--- src/rtl/dte_pkg.sv ---
package dte_pkg;
  typedef enum logic {
    ST_IDLE = 1'b0,
    ST_WALK = 1'b1
  } dte_state_e;
endpackage

--- src/rtl/dte_regfile.sv ---
module dte_regfile #(
  parameter int DEPTH = 64,
  parameter int WIDTH = 36,
  localparam int AW = (DEPTH > 1) ? $clog2(DEPTH) : 1
) (
  input  logic             clk_i,
  input  logic             rst_ni,
  input  logic             we_i,
  input  logic [AW-1:0]    waddr_i,
  input  logic [WIDTH-1:0] wdata_i,
  input  logic [AW-1:0]    raddr_i,
  output logic [WIDTH-1:0] rdata_o
);
  logic [WIDTH-1:0] mem_q [DEPTH];

  always_ff @(posedge clk_i or negedge rst_ni) begin
    if (!rst_ni) begin
      for (int i = 0; i < DEPTH; i++) mem_q[i] <= '0;
    end else if (we_i) begin
      mem_q[waddr_i] <= wdata_i;
    end
  end

  assign rdata_o = mem_q[raddr_i];
endmodule

--- src/rtl/dte_node_step.sv ---
module dte_node_step #(
  parameter int N_FEAT = 8,
  parameter int FEAT_W = 8,
  parameter int ADDR_W = 6,
  parameter int VAL_W  = 8,
  parameter int WGT_W  = 4,
  localparam int FIDX_W = $clog2(N_FEAT),
  localparam int NODE_W = 1 + FIDX_W + FEAT_W + 2*ADDR_W + VAL_W + WGT_W
) (
  input  logic [NODE_W-1:0]        node_i,
  input  logic [N_FEAT*FEAT_W-1:0] feat_vec_i,
  output logic                     is_split_o,
  output logic [ADDR_W-1:0]        next_addr_o,
  output logic [VAL_W-1:0]         leaf_val_o,
  output logic [WGT_W-1:0]         leaf_wgt_o
);
  localparam int O_FIDX  = 1;
  localparam int O_THR   = O_FIDX + FIDX_W;
  localparam int O_LEFT  = O_THR + FEAT_W;
  localparam int O_RIGHT = O_LEFT + ADDR_W;
  localparam int O_VAL   = O_RIGHT + ADDR_W;
  localparam int O_WGT   = O_VAL + VAL_W;

  logic [FEAT_W-1:0] feats [N_FEAT];
  for (genvar g = 0; g < N_FEAT; g++) begin : g_unpack
    assign feats[g] = feat_vec_i[g*FEAT_W +: FEAT_W];
  end

  logic [FIDX_W-1:0] fidx;
  logic [FEAT_W-1:0] thr;
  logic              go_right;

  assign fidx        = node_i[O_FIDX +: FIDX_W];
  assign thr         = node_i[O_THR +: FEAT_W];
  assign go_right    = (feats[fidx] >= thr);
  assign is_split_o  = node_i[0];
  assign next_addr_o = go_right ? node_i[O_RIGHT +: ADDR_W] : node_i[O_LEFT +: ADDR_W];
  assign leaf_val_o  = node_i[O_VAL +: VAL_W];
  assign leaf_wgt_o  = node_i[O_WGT +: WGT_W];
endmodule

--- src/rtl/dte_weight_acc.sv ---
module dte_weight_acc #(
  parameter int VAL_W = 8,
  parameter int WGT_W = 4,
  parameter int ACC_W = 16,
  localparam int PROD_W = VAL_W + WGT_W + 1
) (
  input  logic             add_en_i,
  input  logic [ACC_W-1:0] acc_i,
  input  logic [VAL_W-1:0] val_i,
  input  logic [WGT_W-1:0] wgt_i,
  output logic [ACC_W-1:0] sum_o
);
  logic signed [PROD_W-1:0] val_s, wgt_s, prod;
  logic        [ACC_W-1:0]  prod_ext;

  assign val_s    = PROD_W'($signed(val_i));
  assign wgt_s    = PROD_W'($signed({1'b0, wgt_i}));
  assign prod     = val_s * wgt_s;
  assign prod_ext = {{(ACC_W-PROD_W){prod[PROD_W-1]}}, prod};
  assign sum_o    = add_en_i ? (acc_i + prod_ext) : acc_i;
endmodule

--- src/rtl/dt_ensemble_engine.sv ---
module dt_ensemble_engine #(
  parameter int N_FEAT    = 8,
  parameter int FEAT_W    = 8,
  parameter int ADDR_W    = 6,
  parameter int VAL_W     = 8,
  parameter int WGT_W     = 4,
  parameter int N_TREES   = 4,
  parameter int MAX_DEPTH = 8,
  localparam int FIDX_W  = $clog2(N_FEAT),
  localparam int NODE_W  = 1 + FIDX_W + FEAT_W + 2*ADDR_W + VAL_W + WGT_W,
  localparam int N_NODES = 1 << ADDR_W,
  localparam int TIDX_W  = (N_TREES > 1) ? $clog2(N_TREES) : 1,
  localparam int DEPTH_W = $clog2(MAX_DEPTH + 1),
  localparam int ACC_W   = VAL_W + WGT_W + 1 + TIDX_W + 1
) (
  input  logic                     clk_i,
  input  logic                     rst_ni,
  input  logic                     node_we_i,
  input  logic [ADDR_W-1:0]        node_addr_i,
  input  logic [NODE_W-1:0]        node_data_i,
  input  logic                     root_we_i,
  input  logic [TIDX_W-1:0]        root_sel_i,
  input  logic [ADDR_W-1:0]        root_addr_i,
  input  logic [N_FEAT*FEAT_W-1:0] feat_i,
  input  logic                     start_i,
  output logic                     busy_o,
  output logic                     done_o,
  output logic                     decision_o,
  output logic [ACC_W-1:0]         score_o,
  output logic                     err_o
);
  import dte_pkg::*;

  dte_state_e               state_q;
  logic [N_FEAT*FEAT_W-1:0] feat_q;
  logic [TIDX_W-1:0]        tree_q;
  logic [ADDR_W-1:0]        addr_q;
  logic [DEPTH_W-1:0]       depth_q;
  logic [ACC_W-1:0]         acc_q, score_q;
  logic                     err_run_q, err_q, dec_q, done_q;

  logic                     busy;
  logic [NODE_W-1:0]        node;
  logic [TIDX_W-1:0]        root_raddr;
  logic [ADDR_W-1:0]        root_addr;
  logic                     is_split;
  logic [ADDR_W-1:0]        next_addr;
  logic [VAL_W-1:0]         leaf_val;
  logic [WGT_W-1:0]         leaf_wgt;
  logic [ACC_W-1:0]         sum;
  logic                     overrun, tree_end, last_tree;

  assign busy = (state_q == ST_WALK);

  dte_regfile #(.DEPTH(N_NODES), .WIDTH(NODE_W)) u_nodes (
    .clk_i   (clk_i),
    .rst_ni  (rst_ni),
    .we_i    (node_we_i && !busy),
    .waddr_i (node_addr_i),
    .wdata_i (node_data_i),
    .raddr_i (addr_q),
    .rdata_o (node)
  );

  // idle: root of tree 0 for start; walking: root of the following tree
  assign root_raddr = busy ? (tree_q + 1'b1) : '0;

  dte_regfile #(.DEPTH(N_TREES), .WIDTH(ADDR_W)) u_roots (
    .clk_i   (clk_i),
    .rst_ni  (rst_ni),
    .we_i    (root_we_i && !busy),
    .waddr_i (root_sel_i),
    .wdata_i (root_addr_i),
    .raddr_i (root_raddr),
    .rdata_o (root_addr)
  );

  dte_node_step #(
    .N_FEAT(N_FEAT), .FEAT_W(FEAT_W), .ADDR_W(ADDR_W),
    .VAL_W(VAL_W), .WGT_W(WGT_W)
  ) u_step (
    .node_i      (node),
    .feat_vec_i  (feat_q),
    .is_split_o  (is_split),
    .next_addr_o (next_addr),
    .leaf_val_o  (leaf_val),
    .leaf_wgt_o  (leaf_wgt)
  );

  dte_weight_acc #(.VAL_W(VAL_W), .WGT_W(WGT_W), .ACC_W(ACC_W)) u_acc (
    .add_en_i (!is_split),
    .acc_i    (acc_q),
    .val_i    (leaf_val),
    .wgt_i    (leaf_wgt),
    .sum_o    (sum)
  );

  assign overrun   = is_split && (depth_q == DEPTH_W'(MAX_DEPTH));
  assign tree_end  = !is_split || overrun;
  assign last_tree = (tree_q == TIDX_W'(N_TREES - 1));

  always_ff @(posedge clk_i or negedge rst_ni) begin
    if (!rst_ni) begin
      state_q   <= ST_IDLE;
      feat_q    <= '0;
      tree_q    <= '0;
      addr_q    <= '0;
      depth_q   <= '0;
      acc_q     <= '0;
      score_q   <= '0;
      err_run_q <= 1'b0;
      err_q     <= 1'b0;
      dec_q     <= 1'b0;
      done_q    <= 1'b0;
    end else begin
      done_q <= 1'b0;
      unique case (state_q)
        ST_IDLE: begin
          if (start_i) begin
            state_q   <= ST_WALK;
            feat_q    <= feat_i;
            tree_q    <= '0;
            addr_q    <= root_addr;
            depth_q   <= '0;
            acc_q     <= '0;
            err_run_q <= 1'b0;
          end
        end
        ST_WALK: begin
          if (tree_end) begin
            acc_q     <= sum;
            err_run_q <= err_run_q | overrun;
            depth_q   <= '0;
            if (last_tree) begin
              state_q <= ST_IDLE;
              score_q <= sum;
              dec_q   <= !sum[ACC_W-1];
              err_q   <= err_run_q | overrun;
              done_q  <= 1'b1;
            end else begin
              tree_q <= tree_q + 1'b1;
              addr_q <= root_addr;
            end
          end else begin
            addr_q  <= next_addr;
            depth_q <= depth_q + 1'b1;
          end
        end
        default: state_q <= ST_IDLE;
      endcase
    end
  end

  assign busy_o     = busy;
  assign done_o     = done_q;
  assign decision_o = dec_q;
  assign score_o    = score_q;
  assign err_o      = err_q;
endmodule

--- config.mk ---
export PLATFORM = sky130hd
export DESIGN_NAME = dt_ensemble_engine
export DESIGN_NICKNAME = d
export VERILOG_FILES = /design/src/rtl/dte_pkg.sv /design/src/rtl/dte_regfile.sv /design/src/rtl/dte_node_step.sv /design/src/rtl/dte_weight_acc.sv /design/src/rtl/dt_ensemble_engine.sv
export SDC_FILE = /design/constraint.sdc
export NUM_CORES = 2
export LEC_CHECK = 0
export BUFFER_PORTS_ARGS = -buffer_cell sky130_fd_sc_hd__buf_4
export CORE_MARGIN = 1
export CORE_UTILIZATION = 27
export DETAILED_ROUTE_END_ITERATION = 8
export PLACE_DENSITY = 0.44
export REMOVE_ABC_BUFFERS = 1
export SETUP_SLACK_MARGIN = 0.4
export SLEW_MARGIN = 15
export SYNTH_ARGS = -nofsm -noshare
export SYNTH_HDL_FRONTEND = slang
export SYNTH_SLANG_ARGS = --single-unit
--- constraint.sdc ---
create_clock -name clk_i -period 8.75 [get_ports clk_i]
set_input_delay 1.75 -clock clk_i [delete_from_list [all_inputs] [get_ports clk_i]]
set_output_delay 1.75 -clock clk_i [all_outputs]
set_load 0.01 [all_outputs]
==> reports/qor.yml <==
synthesis:
  ys_async_sr_fraction_pct: 100.0
  yosys_warnings: 0
  synth_edf_count: 0
  syn_avg_cell_area_um2: 15.87
  ys.flop_type: "dfrtp_1"
  synth_top_area_cell: "dfrtp_1"
  synth_commonest_cells: "dfrtp_1 (2441), mux2_2 (2350), mux4_2 (736)"
  yosysTopAreaCellShare_pct: 54.49
  synth_cell_types: 56
  synthTopCellsByArea: "dfrtp_1 (54%), mux2_2 (24%), mux4_2 (15%)"
  synth_area_mm2: 0.1121
  ys_seq_elements: 2441
  synthCells: 7064
  synth.most_common_cell: "dfrtp_1"
  synth-seq-area-share_pct: 54.49
power_and_ir_drop:
  powerDensity_mw_per_mm2: 261.8
  seqPwrFrac_pct: 40.1
  pwr-share-clk_pct: 36.6
  total_leakage_power_nw: 60.68
  sw_frac_of_total_pct: 29.90
  irDropWorstVdd_v: 0.0001842
  internal-power_mw: 23.77
  p_total_mw: 33.91
  p_switching_mw: 10.14
  pwr-share-comb_pct: 23.4
sta:
  slew_headroom_pct: 18.51
  fin_crit_sh_pct: 90.58
  hold_viol: 0
  finalSetupViolCount: 0
  report.final.slew_viol_count: 0
  finClkSkew_ns: 0.04755
  finalCriticalPeriod_ns: 7.926
  grt_setup_unrepaired: "no"
  timing.fmax_ghz: 0.1262
  worst_pin_slew_ns: 1.219
  setup-tns-final_ns: 0
  worst_slack_ns: 0.8243
critical_path:
  cp-end-kind: "flip-flop"
  cp.required_ns: 9.55
  critPathMaxStageDelay_ns: 0.71
  crit_arrival_ns: 8.72
  path_delay_family: "multiplexers"
  cp_slowest_cell: "mux4_2"
  crit_chain: "buf_12 > buf_4 > mux4_2 > mux4_2 > mux4_2 > and2_1 > fa_1 > inv_1 > fa_1 > inv_1 > ha_1 > a21oi_1 > xnor2_1 > ha_1 > or4_1 > o22ai_1 > o211ai_1 > a21o_1 > a21oi_1 > o21ai_0 > xnor2_1 > or3_1 > a31o_2"
  cpMostUsedCell: "mux4_2"
  start_kind: "flip-flop"
  crit_type: "flip-flop to flip-flop"
  crit_path_max_fanout: 24
  critPathBufInv: 4
min_path:
  hp-class: "flip-flop to flip-flop"
finish:
  fin_nets: 7225
  regArea_mm2: 0.06110
  fin_cells: 12738
  syn_to_final_growth_pct: 15.57
  drive_gt1_share_pct: 54.68
  num-fill-cells: 40160
  multi_input_area_mm2: 0.04856
clocking:
  cts_tree: "built"
  clockBufferDepth: 4
  clock_latency_ns: 0.91
  clk_pin_slew_worst_paths_ns: 0.06
  cts_root_buf: "clkbuf_16"
  h-tree-depth: 5
  clock-sinks: 2441
  numCtsBuffers: 291
routing:
  dr.pass1.iters: 5
  drt-wirelength-per-cell_um: 29.85
  drt.antenna.violating_nets: 0
  via_per_inst: 5.008
  drc: 0
  initialDrtViolationCount: 4452
  vias: 63798
  drt-total-wl_um: 380200
placement:
  dp_cells: 12216
  place_ws_ns: 0.7375
  routabilityCongestion: 0.7570
  hpwlAfterDp_um: 216500
  io_buffer_count: 138
status:
  outcome: "completed"
global_route:
  grt_pass1_wl_um: 546200
  gr-usage-all-layers_pct: 18.16
  grt_pass1_vias: 68370
  antenna_found_initial: 43
  grt_overflow: 0
  grt_max_degree: 166
die:
  start_util_pct: 27.14
  die_w_um: 646.4
  io_pins: 139
  core_mm2: 0.4131
  die_h_um: 646.4
  rows: 236
  die_area_mm2: 0.4178
flow_run:
  maxCapViolCount: 0
[timing repair]
item	in CTS	in global routing
gates resized for setup	0	1
setup buffers	0	0
hold buffers	0	0
endpoints found under the setup margin	0	2
[placed cells by master (no fill, tap or decap), drive strengths merged, types with 9 or more instances in the layout]
cell type	netlist	layout
nor3	9	9
bufinv	0	16
ha	52	52
clkbuf	522	445
buf	149	350
mux2	2350	2350
nand3	17	17
and2	23	23
dfrtp	2441	2441
clkinv	0	42
xnor2	17	17
inv	67	78
mux4	736	736
nand2	301	301
a21oi	40	40
nor2	67	67
nor2b	22	22
a211oi	13	13
o211ai	10	10
a22o	13	13
mux2i	45	45
fa	18	18
o21ai	56	56
a22oi	11	11
[metal layers]
metal	up-vias	GRT usage [%]	part of all wire [%]	routed length [um]
met2	1286	29.25	47	177700
met3	436	2.419	4.0	15050
met5	-	0	0.0058	22
li1	26115	-	-	-
met4	4	3.795	2.1	8124
met1	35957	26.07	47	179300
[power by group through the flow]
stage	logic (mW)	registers (mW)	clock network (mW)
2_1_floorplan	4.96	14.1	0
3_3_place_gp	7.98	13.7	0
3_5_place_dp	8.08	13.8	0
4_1_cts	8.10	13.6	12.8
5_1_grt	8.55	13.8	13.2
6_report	7.92	13.6	12.4
[state kept, by name, summed over array words and instances (netlist names), 2 cells and up]
name	count
addr_q	6
tree_q	2
acc_q	16
u_nodes.mem_q	2304
feat_q	64
score_o	16
u_roots.mem_q	24
depth_q	4
[tightest hold or removal path: stages, from the launching register on]
cell and delay [ns]:
dfrtp_1 0.33, nand2_1 0.05, nand2_1 0.06
[stage by stage]
step | cell area, um2 | utilization, % | hold WS [ns]
floorplan | 109300 | - | 0.4379
global placement | 119800 | 29.00 | 0.4517
detailed placement | 119800 | 29.00 | 0.4585
CTS | 129500 | 31.35 | 0.4721
global route | 129500 | 31.36 | 0.4895
finish | 129600 | 31.36 | 0.4700
[worst paths after layout]
| check | from | endpoint | slack [ns] | depth (start not counted) |
|---|---|---|---|---|
| max | addr_q[0] | decision_o | 0.82 | 23 |
| min | feat_q[2] | feat_q[2] | 0.47 | 2 |
| max reg2reg | addr_q[0] | decision_o | 0.82 | 23 |
| min reg2reg | feat_q[2] | feat_q[2] | 0.47 | 2 |
| max in group asynchronous | rst_ni | addr_q[4] | 5.79 | 3 |
| min in group asynchronous | rst_ni | feat_q[40] | 0.74 | 1 |
[kinds of logic (layout without fill, tap and decap cells)]
group / Yosys count / count (layout) / share of synthesized area [%]
buffers and inverters: 738 / 933 / 2.737
xor gates and xnor gates: 24 / 24 / 0.1998
DFF: 2441 / 2441 / 54.49
muxes: 3131 / 3131 / 38.80
adders and majority gates: 70 / 70 / 0.9018
other: 0 / 5 / 0
AOI/OAI and AO/OA: 181 / 181 / 1.028
and+or+nand+nor: 479 / 479 / 1.848
[final cells by class]
cell class,instances,share of cell area [%]
antenna,5,0.009657
clock buffer,445,6.795
clock inverter,71,0.6963
inverter,67,0.1941
multi-input combinational,3885,37.48
sequential,2441,47.16
tap,5474,5.286
timing repair buffer,350,2.378
No activity file was read; power rests on OpenSTA's default activity.
